===== config.mk =====
export PLATFORM = sky130hd
export DESIGN_NAME = mru_tag_store
export DESIGN_NICKNAME = d
export VERILOG_FILES = /design/src/rtl/mru_pkg.sv /design/src/rtl/mru_ctrl.sv /design/src/rtl/mru_match.sv /design/src/rtl/mru_reorder.sv /design/src/rtl/mru_tag_store.sv
export SDC_FILE = /design/constraint.sdc
export NUM_CORES = 1
export LEC_CHECK = 0
export BUFFER_PORTS_ARGS = -buffer_cell sky130_fd_sc_hd__buf_2
export CORE_MARGIN = 3
export CORE_UTILIZATION = 40
export CTS_CLUSTER_DIAMETER = 100
export DETAILED_ROUTE_END_ITERATION = 8
export PLACE_DENSITY_LB_ADDON = 0.25
export SLEW_MARGIN = 20
export SYNTH_ARGS = -nofsm -noshare
export SYNTH_HDL_FRONTEND = slang
export SYNTH_SLANG_ARGS = --single-unit

===== constraint.sdc =====
create_clock -name clk -period 3.7 [get_ports clk]
set_clock_uncertainty 0.15 [all_clocks]
set_input_delay 0.74 -clock clk [delete_from_list [all_inputs] [get_ports clk]]
set_output_delay 0.74 -clock clk [all_outputs]
set_load 0.05 [all_outputs]

===== src/rtl/mru_pkg.sv =====
package mru_pkg;

    typedef enum logic [0:0] {
        ST_IDLE = 1'b0,
        ST_RESP = 1'b1
    } ctrl_state_e;

endpackage


===== src/rtl/mru_ctrl.sv =====
module mru_ctrl
    import mru_pkg::*;
(
    input  logic clk,
    input  logic rst_n,
    input  logic req_valid,
    output logic req_ready,
    output logic rsp_valid,
    output logic accept
);

    ctrl_state_e state_q, state_d;

    always_comb begin
        state_d = state_q;
        unique case (state_q)
            ST_IDLE: if (req_valid) state_d = ST_RESP;   // ACCEPT
            ST_RESP: state_d = ST_IDLE;                  // RETIRE
            default: state_d = ST_IDLE;
        endcase
    end

    always_ff @(posedge clk or negedge rst_n) begin
        if (!rst_n) state_q <= ST_IDLE;
        else        state_q <= state_d;
    end

    always_comb begin
        req_ready = 1'b0;
        rsp_valid = 1'b0;
        unique case (state_q)
            ST_IDLE: req_ready = 1'b1;
            ST_RESP: rsp_valid = 1'b1;
            default: ;
        endcase
        accept = req_ready && req_valid;
    end

endmodule


===== src/rtl/mru_match.sv =====
module mru_match #(
    parameter int WAYS  = 4,
    parameter int TAG_W = 12,
    localparam int IDX_W = (WAYS > 1) ? $clog2(WAYS) : 1
) (
    input  logic [WAYS-1:0][TAG_W-1:0] row,
    input  logic [TAG_W-1:0]           tag,
    output logic                       hit,
    output logic [IDX_W-1:0]           hit_idx
);

    logic [WAYS-1:0] eq;

    for (genvar w = 0; w < WAYS; w++) begin : g_cmp
        assign eq[w] = (row[w] == tag);
    end

    always_comb begin
        hit     = |eq;
        hit_idx = '0;
        for (int w = WAYS - 1; w >= 0; w--) begin
            if (eq[w]) hit_idx = IDX_W'(w);
        end
    end

endmodule


===== src/rtl/mru_reorder.sv =====
module mru_reorder #(
    parameter int WAYS  = 4,
    parameter int TAG_W = 12,
    localparam int IDX_W = (WAYS > 1) ? $clog2(WAYS) : 1
) (
    input  logic [WAYS-1:0][TAG_W-1:0] row,
    input  logic [TAG_W-1:0]           tag,
    input  logic                       hit,
    input  logic [IDX_W-1:0]           hit_idx,
    output logic [WAYS-1:0][TAG_W-1:0] row_next
);

    assign row_next[0] = tag;

    for (genvar j = 1; j < WAYS; j++) begin : g_slot
        logic shift_in;
        assign shift_in    = !hit || (IDX_W'(j) <= hit_idx);
        assign row_next[j] = shift_in ? row[j-1] : row[j];
    end

endmodule


===== src/rtl/mru_tag_store.sv =====
module mru_tag_store #(
    parameter int SETS  = 8,
    parameter int WAYS  = 4,
    parameter int TAG_W = 12,
    localparam int SET_W = $clog2(SETS),
    localparam int IDX_W = (WAYS > 1) ? $clog2(WAYS) : 1
) (
    input  logic             clk,
    input  logic             rst_n,
    input  logic             req_valid,
    output logic             req_ready,
    input  logic [SET_W-1:0] req_set,
    input  logic [TAG_W-1:0] req_tag,
    output logic             rsp_valid,
    output logic             rsp_miss
);

    logic [WAYS-1:0][TAG_W-1:0] tags_q [SETS];
    logic [WAYS-1:0][TAG_W-1:0] cur_row, new_row;
    logic                       accept, hit;
    logic [IDX_W-1:0]           hit_idx;

    mru_ctrl u_ctrl (
        .clk       (clk),
        .rst_n     (rst_n),
        .req_valid (req_valid),
        .req_ready (req_ready),
        .rsp_valid (rsp_valid),
        .accept    (accept)
    );

    assign cur_row = tags_q[req_set];

    mru_match #(.WAYS(WAYS), .TAG_W(TAG_W)) u_match (
        .row     (cur_row),
        .tag     (req_tag),
        .hit     (hit),
        .hit_idx (hit_idx)
    );

    mru_reorder #(.WAYS(WAYS), .TAG_W(TAG_W)) u_reorder (
        .row      (cur_row),
        .tag      (req_tag),
        .hit      (hit),
        .hit_idx  (hit_idx),
        .row_next (new_row)
    );

    always_ff @(posedge clk or negedge rst_n) begin
        if (!rst_n) begin
            for (int s = 0; s < SETS; s++) tags_q[s] <= '0;
            rsp_miss <= 1'b0;
        end else if (accept) begin
            tags_q[req_set] <= new_row;
            rsp_miss        <= !hit;
        end
    end

endmodule


* After elaboration in Yosys (flattened, before gate mapping)
Index checks and enable logic that the tools add are counted.
Cells by class: magnitude comparators 5, eq/ne operators 4, muxes and demuxes 17, bitwise logic cells 2, reduce and logical (&&, ||, !) cells 7
Operators by type and width (count):
- $bwmux 384 | 1
- $bmux 48 s3 | 1
- $demux 48 s3 | 1
- $mux 48 | 3
- $eq 12x12->1 | 4
- $mux 12 | 3
- $mux 2 | 4
- $ge 4x4->1 const B | 1
- $le 2x2->1 const A | 2
- $lt 4x1->1 const B | 1
- $not 3->4 | 1
- $reduce_or 4->1 | 1
- $logic_or 1x1->1 | 3
- $mux 1 | 3
- $le 1x2->1 const A | 1
- $logic_and 1x1->1 | 2
- $pmux 1 s2 | 1
- $logic_not 1->1 | 1
- $not 1->1 | 1
Word-level totals: register bits 386, input port bits 18, logic and storage cells 69

* Longest topological paths before layout
Gate-level depths: netlist of run 1.
word-level depth 13, gate-level depth with buffers 14, mapped depth without buffers 9

* Cells and area by module
From an unflattened synthesis of run 1, not the netlist that was laid out.
Unflattened totals: cells, all modules 1342, area total of the unflattened synthesis 18979.5 um^2
By module, submodules not included:
- mru_tag_store | times used 1, cells an instance 1215, area each 17812.1 um^2
- mru_reorder | times used 1, cells an instance 54, area each 571.8 um^2
- mru_match | times used 1, cells an instance 70, area each 560.5 um^2
- mru_ctrl | times used 1, cells an instance 3, area each 35.0 um^2

* Worst setup path before layout of run 1
Ideal clock, no wire load.
path kind input port to flip-flop, start point in req_set[2], end point reg tags_q[29] in the netlist's numbering, library setup time 125 ps, arrival 3317 ps, path slack 109 ps, stages 12, path buffers 4, path through clkbuf_1 buf_4 buf_2 mux4_2 mux2i_2 xor2_1 nand4_1 nor3_2 nor2_4 buf_6 mux2i_4 mux2_2
Between the ends: longest elaborated chain between the ends 13, elaborated cells between the ends (all ways) 23, classes of those cells 3 x order compare; 4 x eq/ne; 11 x mux; 1 x bitwise; 4 x reduce/logical
RTL lines:
- start: declaration | line mru_tag_store.sv:12 | input logic [SET_W-1:0] req_set,
- $not 3->4 (implied by the code) (*) | line mru_tag_store.sv:32, mru_tag_store.sv:54
- $bmux 48 s3 | line mru_tag_store.sv:32 | assign cur_row = tags_q[req_set];
- $mux 48 (implied by the code) (2 in a row) | line mru_tag_store.sv:32
- $eq 12x12->1 | line mru_match.sv:15 | assign eq[w] = (row[w] == tag);
- $mux 2 (4 in a row) | line mru_match.sv:22 | if (eq[w]) hit_idx = IDX_W'(w);
- $le 2x2->1 | line mru_reorder.sv:17 | assign shift_in = !hit || (IDX_W'(j) <= hit_idx);
- $logic_or 1x1->1 | line mru_reorder.sv:17
- $mux 12 | line mru_reorder.sv:18 | assign row_next[j] = shift_in ? row[j-1] : row[j];
- $bwmux 384 (*) | line mru_tag_store.sv:54 | tags_q[req_set] <= new_row;
- end signal: indexed assignment | line mru_tag_store.sv:54
- end: declaration | line mru_tag_store.sv:18 | logic [WAYS-1:0][TAG_W-1:0] tags_q [SETS];
Every way passes the cells marked *; elsewhere a longest branch is shown, timed or not. The select of a mux whose other input is x is not followed. A chain may end at the register's enable or synchronous reset.

* Worst setup path after layout of run 1
start point in req_set[0], end point reg tags_q[278] in the netlist's numbering
Same word-level chain as after synthesis.

==> results of run 1 <==
==> logic make-up (layout without fill, tap and decap cells) <==
| logic type | Yosys count | in the layout | share of synthesized area [%] |
|---|---|---|---|
| and+or+nand+nor | 477 | 477 | 10.5 |
| DFF | 386 | 386 | 53.5 |
| muxes | 291 | 291 | 23.0 |
| buffers and inverters | 125 | 263 | 3.33 |
| xor gates and xnor gates | 48 | 48 | 2.33 |
| AOI/OAI and AO/OA | 237 | 237 | 7.38 |
==> layout by cell type (no fill, tap or decap), types with 7 or more instances in the layout <==
| master | count |
|---|---|
| o21ai_1 | 43 |
| mux2i_4 | 9 |
| mux2i_2 | 7 |
| nor2_1 | 16 |
| xnor2_1 | 17 |
| o21ai_0 | 156 |
| mux2_2 | 123 |
| dfrtp_1 | 386 |
| mux4_2 | 73 |
| inv_1 | 9 |
| xor2_1 | 31 |
| nand4_1 | 8 |
| buf_2 | 16 |
| clkbuf_8 | 9 |
| mux2i_1 | 74 |
| clkbuf_1 | 13 |
| buf_4 | 136 |
| clkbuf_16 | 44 |
| nand2_1 | 424 |
| a22oi_1 | 12 |
| buf_12 | 22 |
| o21ai_2 | 8 |
==> report_power, final <==
| group | switching, mW | internal, mW |
|---|---|---|
| sequential | 0.619 | 5.45 |
| combinational | 1.61 | 1.66 |
| clock | 1.74 | 2.51 |
| total | 3.97 | 9.61 |
==> cells in the mapped netlist, types with 2 or more instances <==
cell type	instances
o21ai_0	156
mux2_2	123
mux2i_4	9
nor3_4	2
inv_2	2
xnor2_1	17
dfrtp_1	386
nor3_1	2
mux4_2	73
buf_1	8
mux2i_2	7
a221oi_2	5
nand3_1	3
xor2_1	31
a21oi_2	3
a221oi_1	3
nor2_1	16
nor3_2	2
a21oi_1	2
nand2_1	432
clkbuf_1	78
buf_2	7
buf_4	9
and2_1	2
and3_1	2
buf_6	12
o22ai_1	2
o21ai_2	8
nand4_1	8
inv_1	9
o21ai_1	43
a22oi_1	12
mux2_4	5
nor4_1	3
mux2i_1	74
nor2b_1	3
==> registers in the layout, indices dropped and copies added, names as in the netlist <==
name and cells:
u_ctrl.state_q 1, tags_q 384, rsp_miss 1
==> cell type report <==
type	count	share of cell area, %
tap	592	3.49
multi-input combinational	1053	36.9
sequential	386	45.5
inverter	11	0.194
clock inverter	11	0.578
timing repair buffer	175	7.33
clock buffer	66	6.00
==> per-layer routing <==
| metal | vias up | part of all wire [%] | track usage (%) |
|---|---|---|---|
| li1 | 5636 | - | - |
| met1 | 6289 | 45 | 29.3 |
| met2 | 298 | 47 | 33.4 |
| met3 | 69 | 5.0 | 3.82 |
| met4 | 0 | 2.4 | 5.54 |
| met5 | - | 0 | 0 |
==> stage by stage <==
stage | hold WS [ps] | cell area, sq um | std cells | setup TNS (ps) | setup WS [ps]
6_report | 103 | 21200 | 2294 | 0 | 252
5_1_grt | 137 | 21200 | 2294 | 0 | 31.4
4_1_cts | 105 | 21200 | 2294 | 0 | 271
3_5_place_dp | 308 | 19800 | 2217 | -59880 | -314
3_3_place_gp | 303 | 19800 | 2217 | -54060 | -254
2_1_floorplan | 291 | 18000 | 1564 | 0 | 109
==> worst min path at each step <==
stage	startpoint	endpoint	slack (ps)	depth (start not counted)
2_1_floorplan	rst_n	rsp_miss$_DFFE_PN0P_	290	0
3_5_place_dp	tags_q[54]$_DFFE_PN0P_	tags_q[54]$_DFFE_PN0P_	310	2
4_1_cts	rst_n	tags_q[275]$_DFFE_PN0P_	110	1
6_report	rst_n	tags_q[94]$_DFFE_PN0P_	100	1
5_1_grt	rst_n	tags_q[94]$_DFFE_PN0P_	140	1
3_3_place_gp	tags_q[211]$_DFFE_PN0P_	tags_q[211]$_DFFE_PN0P_	300	2
==> critical path, stage by stage <==
cell and delay, ps:
buf_4 300, buf_4 230, buf_4 210, mux4_2 510
mux2i_1 140, buf_4 140, xor2_1 250, nand4_1 180
nor3_2 240, nor3_4 110, buf_12 160, mux2_2 320
o21ai_0 200
==> metrics.txt, run 1 <==
Root Buffer Master=clkbuf_16; Post-Syn Nets=1582; final hold viol count=0; storage element area=0.00966 sq mm; CTS tree=done; vias in the first global route=12.9k; PortBufs=20; die width=218 um; Pre-Repair DR Iteration Count=5; CTS buffer count=43; syn avg cell area=11.5 sq um; largest net degree at the start of global routing=96; routed wire length=approximately 48000 um; clk_lat worst skew=580 ps; total of max-cap violations=0; P per Cell Area=640 mW/mm^2; end of the critical path=tags_q[278]$_DFFE_PN0P_; Reg2Reg Setup Slack=350 ps; DRC violations left=0; Cells after Synth=1564; post-route clock period utilization=between 90% and 100%; WL/cell=20.9 um; gpl congestion=0.790; cell row count=77; area growth from synthesis to layout=17.6%; critical path class=in -> reg; dpl hpwl=30300 um; clk sinks=386; number of library cell types mapped by synthesis=41; final total power=between 10 and 15 mW; R2R depth=9; Core Util, Final=a little under half; CP startpoint=req_set[0]; FILL cells=4006; Arrival @ worst endpoint=3760 ps; Top FF cell, synth=dfrtp_1; unrepaired setup endpoints after global routing=no; min-delay worst type=in -> async; Peak VDD IR=around 0.48 mV; sequential-to-total area share from yosys stat=53.5%; # Post-CTS Setup Buffers=0; initial antenna violation count=0; status=complete, no violations; Worst Path Max Fanout=14; highest clock rate=290 MHz; layout cells sized above 1=28.7%; # setup viols final=0; diode count=0; global-route wire length before repair=between 70000 and 80000 um; multi-input logic area=0.00784 sq mm; leading area contributor after synthesis=dfrtp_1; post_cts resized=0; actual slew at the worst max-slew pin=slightly below 1000 ps; fin nets=1688; drt first-iter violations=about 880; core area=around 0.044 sq mm; via count=12.3k; Tmin final=3450 ps; required time worst endpoint=4010 ps; total global routing overflow=0; relative slew slack=34.8%; Leak Pwr=between 9 and 10 nW; clock buffer depth=3; FF-to-FF End=tags_q[74]$_DFFE_PN0P_; H-tree levels=2; largest cells by area after synthesis=dfrtp_1 54%, mux4_2 9.1%, nand2_1 9.0%; Mapped Area=0.0180 sq mm; Synth top area share=53.5%; Die Ht=218 um; ys async rst share=100%; flops & latches, synth=386; Setup crit end kind=register; Slew Limit Fails=0; CP Launch Type=primary input; Initial Utilization=40.6%; number of top-level pins=21; YS warnings=0; Reg2Reg Launch Point=tags_q[57]$_DFFE_PN0P_; all-layer global routing usage=20.8%; antenna-violating nets left=0; Worst-path clk slew=60 ps; post-cts hold buffer count=0; EDFF count, synth=0; die area=0.0477 sq mm; Vias/cell=5.36
Note: power is estimated with default switching activity, not from simulation.
==> run 2, diff against run 1 <==
--- a/config.mk
+++ b/config.mk
@@ -6,7 +6,6 @@
 export NUM_CORES = 1
 export LEC_CHECK = 0
 export BUFFER_PORTS_ARGS = -buffer_cell sky130_fd_sc_hd__buf_2
-export CORE_MARGIN = 3
 export CORE_UTILIZATION = 40
 export CTS_CLUSTER_DIAMETER = 100
 export DETAILED_ROUTE_END_ITERATION = 8
@@ -15,3 +14,4 @@
 export SYNTH_ARGS = -nofsm -noshare
 export SYNTH_HDL_FRONTEND = slang
 export SYNTH_SLANG_ARGS = --single-unit
+export TNS_END_PERCENT = 5
==> metrics.txt, run 2 (synthesis results as in run 1) <==
required time worst endpoint=4010 ps (about the same); failing checks=hold timing; status=finished, violations left; unrepaired setup endpoints after global routing=no; actual slew at the worst max-slew pin=912 ps (-61.3 ps); Pre-Repair DR Iteration Count=5 (unchanged); switching portion of total power=28.9% (-0.37 points); PortBufs=20 (unchanged); Reg power frac=44.9% (+0.3 points); core area=0.0443 sq mm (-0.22%); Core Util, Final=48.1% (+0.26 points); Worst-path clk slew=60 ps (about the same); die width=214 um (-1.8%); CTS buffer count=42 (-2.3%); WHS=-2.25 ps (-105 ps); dpl hpwl=30500 um (+0.75%); all-layer global routing usage=21.2% (+0.39 points); Combinational Power Share=24.3% (+0.2 points); Largest Register=tags_q; Vias/cell=5.29 (-1.3%); Final Cell Area=0.0213 sq mm (+0.32%); WL/cell=20.5 um (-1.9%); post-route clock period utilization=94.8% (+1.6 points); R2R depth=10 (+1); clk sinks=386 (unchanged); largest net degree at the start of global routing=75 (-22%); Largest register FFs=384 (unchanged); area growth from synthesis to layout=18.0%; final hold viol count=6 (+6); vias in the first global route=12.9k (+0.25%); Root Buffer Master=clkbuf_16; clk_lat worst skew=550 ps (-30 ps); drt first-iter violations=867 (-1.0%); Pint=9.61 mW (about the same); Tmin final=3510 ps (+60.3 ps); relative slew slack=39.0% (+4.2 points); routed wire length=47300 um (-1.3%); Reg2Reg Setup Slack=400 ps (+50 ps); Clk network pwr share=30.8% (-0.5 points); cell row count=77 (unchanged); Arrival @ worst endpoint=3810 ps (+50 ps); Die Ht=214 um (-1.8%); total of max-cap violations=0 (unchanged); diode count=0 (unchanged); fin nets=1703 (+0.89%); FF-to-FF End=tags_q[134]$_DFFE_PN0P_; post-cts hold buffer count=0 (unchanged); clock buffer depth=3 (unchanged); commonest non-fill, non-tap cell in the layout=nand2_1; DRC violations left=0 (unchanged); total global routing overflow=0 (unchanged); global-route wire length before repair=75900 um (-0.42%); Worst Path Max Fanout=12 (-2); # Post-CTS Setup Buffers=0 (unchanged); Setup crit end kind=register; initial antenna violation count=0 (unchanged); Peak VDD IR=0.395 mV (-17%); P per Cell Area=634 mW/mm^2 (-0.87%); Reg2Reg Launch Point=tags_q[9]$_DFFE_PN0P_; H-tree levels=2 (unchanged); layout cells sized above 1=29.3% (+0.58 points); gpl congestion=0.812 (+2.8%); min-delay worst type=in -> async; # setup viols final=0 (unchanged); critical path class=in -> reg; placed cell area=0.0199 sq mm (+0.42%); CTS tree=done; highest clock rate=285 MHz (-1.7%); via count=12.2k (-0.71%); antenna-violating nets left=0 (unchanged); Initial Utilization=40.7% (+0.088 points); CP Launch Type=primary input; Leak Pwr=9.94 nW (+0.40%); most frequent cells in the layout=424 x nand2_1, 386 x dfrtp_1, 156 x o21ai_0; Slew Limit Fails=0 (unchanged); die area=0.0460 sq mm (-3.6%); largest registers=tags_q x384, rsp_miss x1, u_ctrl.state_q x1; Switching Power=3.90 mW (-1.8%); number of top-level pins=21 (unchanged)
-- run 2: changes by cell type in the layout (fill, tap and decap cells not counted), moves of 2 or more --
cell      before  now
buf_4        136  155
buf_12        22   19
mux2i_1       74   72
mux2i_2        7    9
clkbuf_1      13   16
clkinv_2       6    3
-- run 2: layer usage --
layer / up-vias / track usage, % / part of all wire (%)
li1: 5654 / - / -
met1: 6258 / 30.2 / 47
met2: 217 / 34.1 / 47
met3: 76 / 2.61 / 3.5
met4: 0 / 6.12 / 2.3
met5: - / 0 / 0
-- run 2: repair_timing --
action | CTS | global route
endpoints found under the hold margin | 0 | 0
resized for setup | 0 | 3
setup endpoints to repair | 0 | 17
-- run 2: power by group through the flow --
stage	Clock, mW	Sequential, mW	Combinational [mW]
after floorplan	0	5.92	2.25
after global placement	0	6.07	3.20
after detailed placement	0	6.12	3.30
after CTS	4.26	6.06	3.30
after global routing	4.41	6.22	3.65
final	4.16	6.07	3.28
-- run 2: cell type report --
| class | count | area, sq um |
|---|---|---|
| inverter | 11 | 41.3 |
| multi-input combinational | 1053 | 7850 |
| sequential | 386 | 9660 |
| fill | 4057 | 23000 |
| tap | 592 | 741 |
| timing repair buffer | 191 | 1640 |
| clock buffer | 71 | 1320 |
| clock inverter | 4 | 45.0 |
-- run 2: metrics by stage --
step / hold WS, ps / total power [mW] / setup slack, ps / instances / setup TNS (ps)
3_3_place_gp: 304 / 9.27 / -334 / 2233 / -64820
3_5_place_dp: 309 / 9.42 / -379 / 2233 / -69360
5_1_grt: 19.5 / 14.3 / 19.3 / 2308 / 0
2_1_floorplan: 291 / 8.18 / 109 / 1564 / 0
6_report: -2.25 / 13.5 / 192 / 2308 / 0
4_1_cts: 1.67 / 13.6 / 199 / 2308 / 0
-- run 2: worst max path at each step --
stage | from | endpoint | cells past startpoint
final | req_set[1] | tags_q[134]$_DFFE_PN0P_ | 13
after global placement | req_set[0] | tags_q[230]$_DFFE_PN0P_ | 12
after CTS | req_set[0] | tags_q[374]$_DFFE_PN0P_ | 12
after detailed placement | req_set[0] | tags_q[134]$_DFFE_PN0P_ | 12
after floorplan | req_set[2] | tags_q[29]$_DFFE_PN0P_ | 12
after global routing | req_set[0] | tags_q[134]$_DFFE_PN0P_ | 13
-- run 2: worst max-delay path: stages --
cell	delay (ps)
buf_4	170
buf_4	260
mux4_2	520
mux2i_1	170
buf_4	150
xor2_1	250
nand4_1	250
nor3_4	350
buf_4	190
nor3_4	50
buf_12	170
mux2_2	340
o21ai_0	190
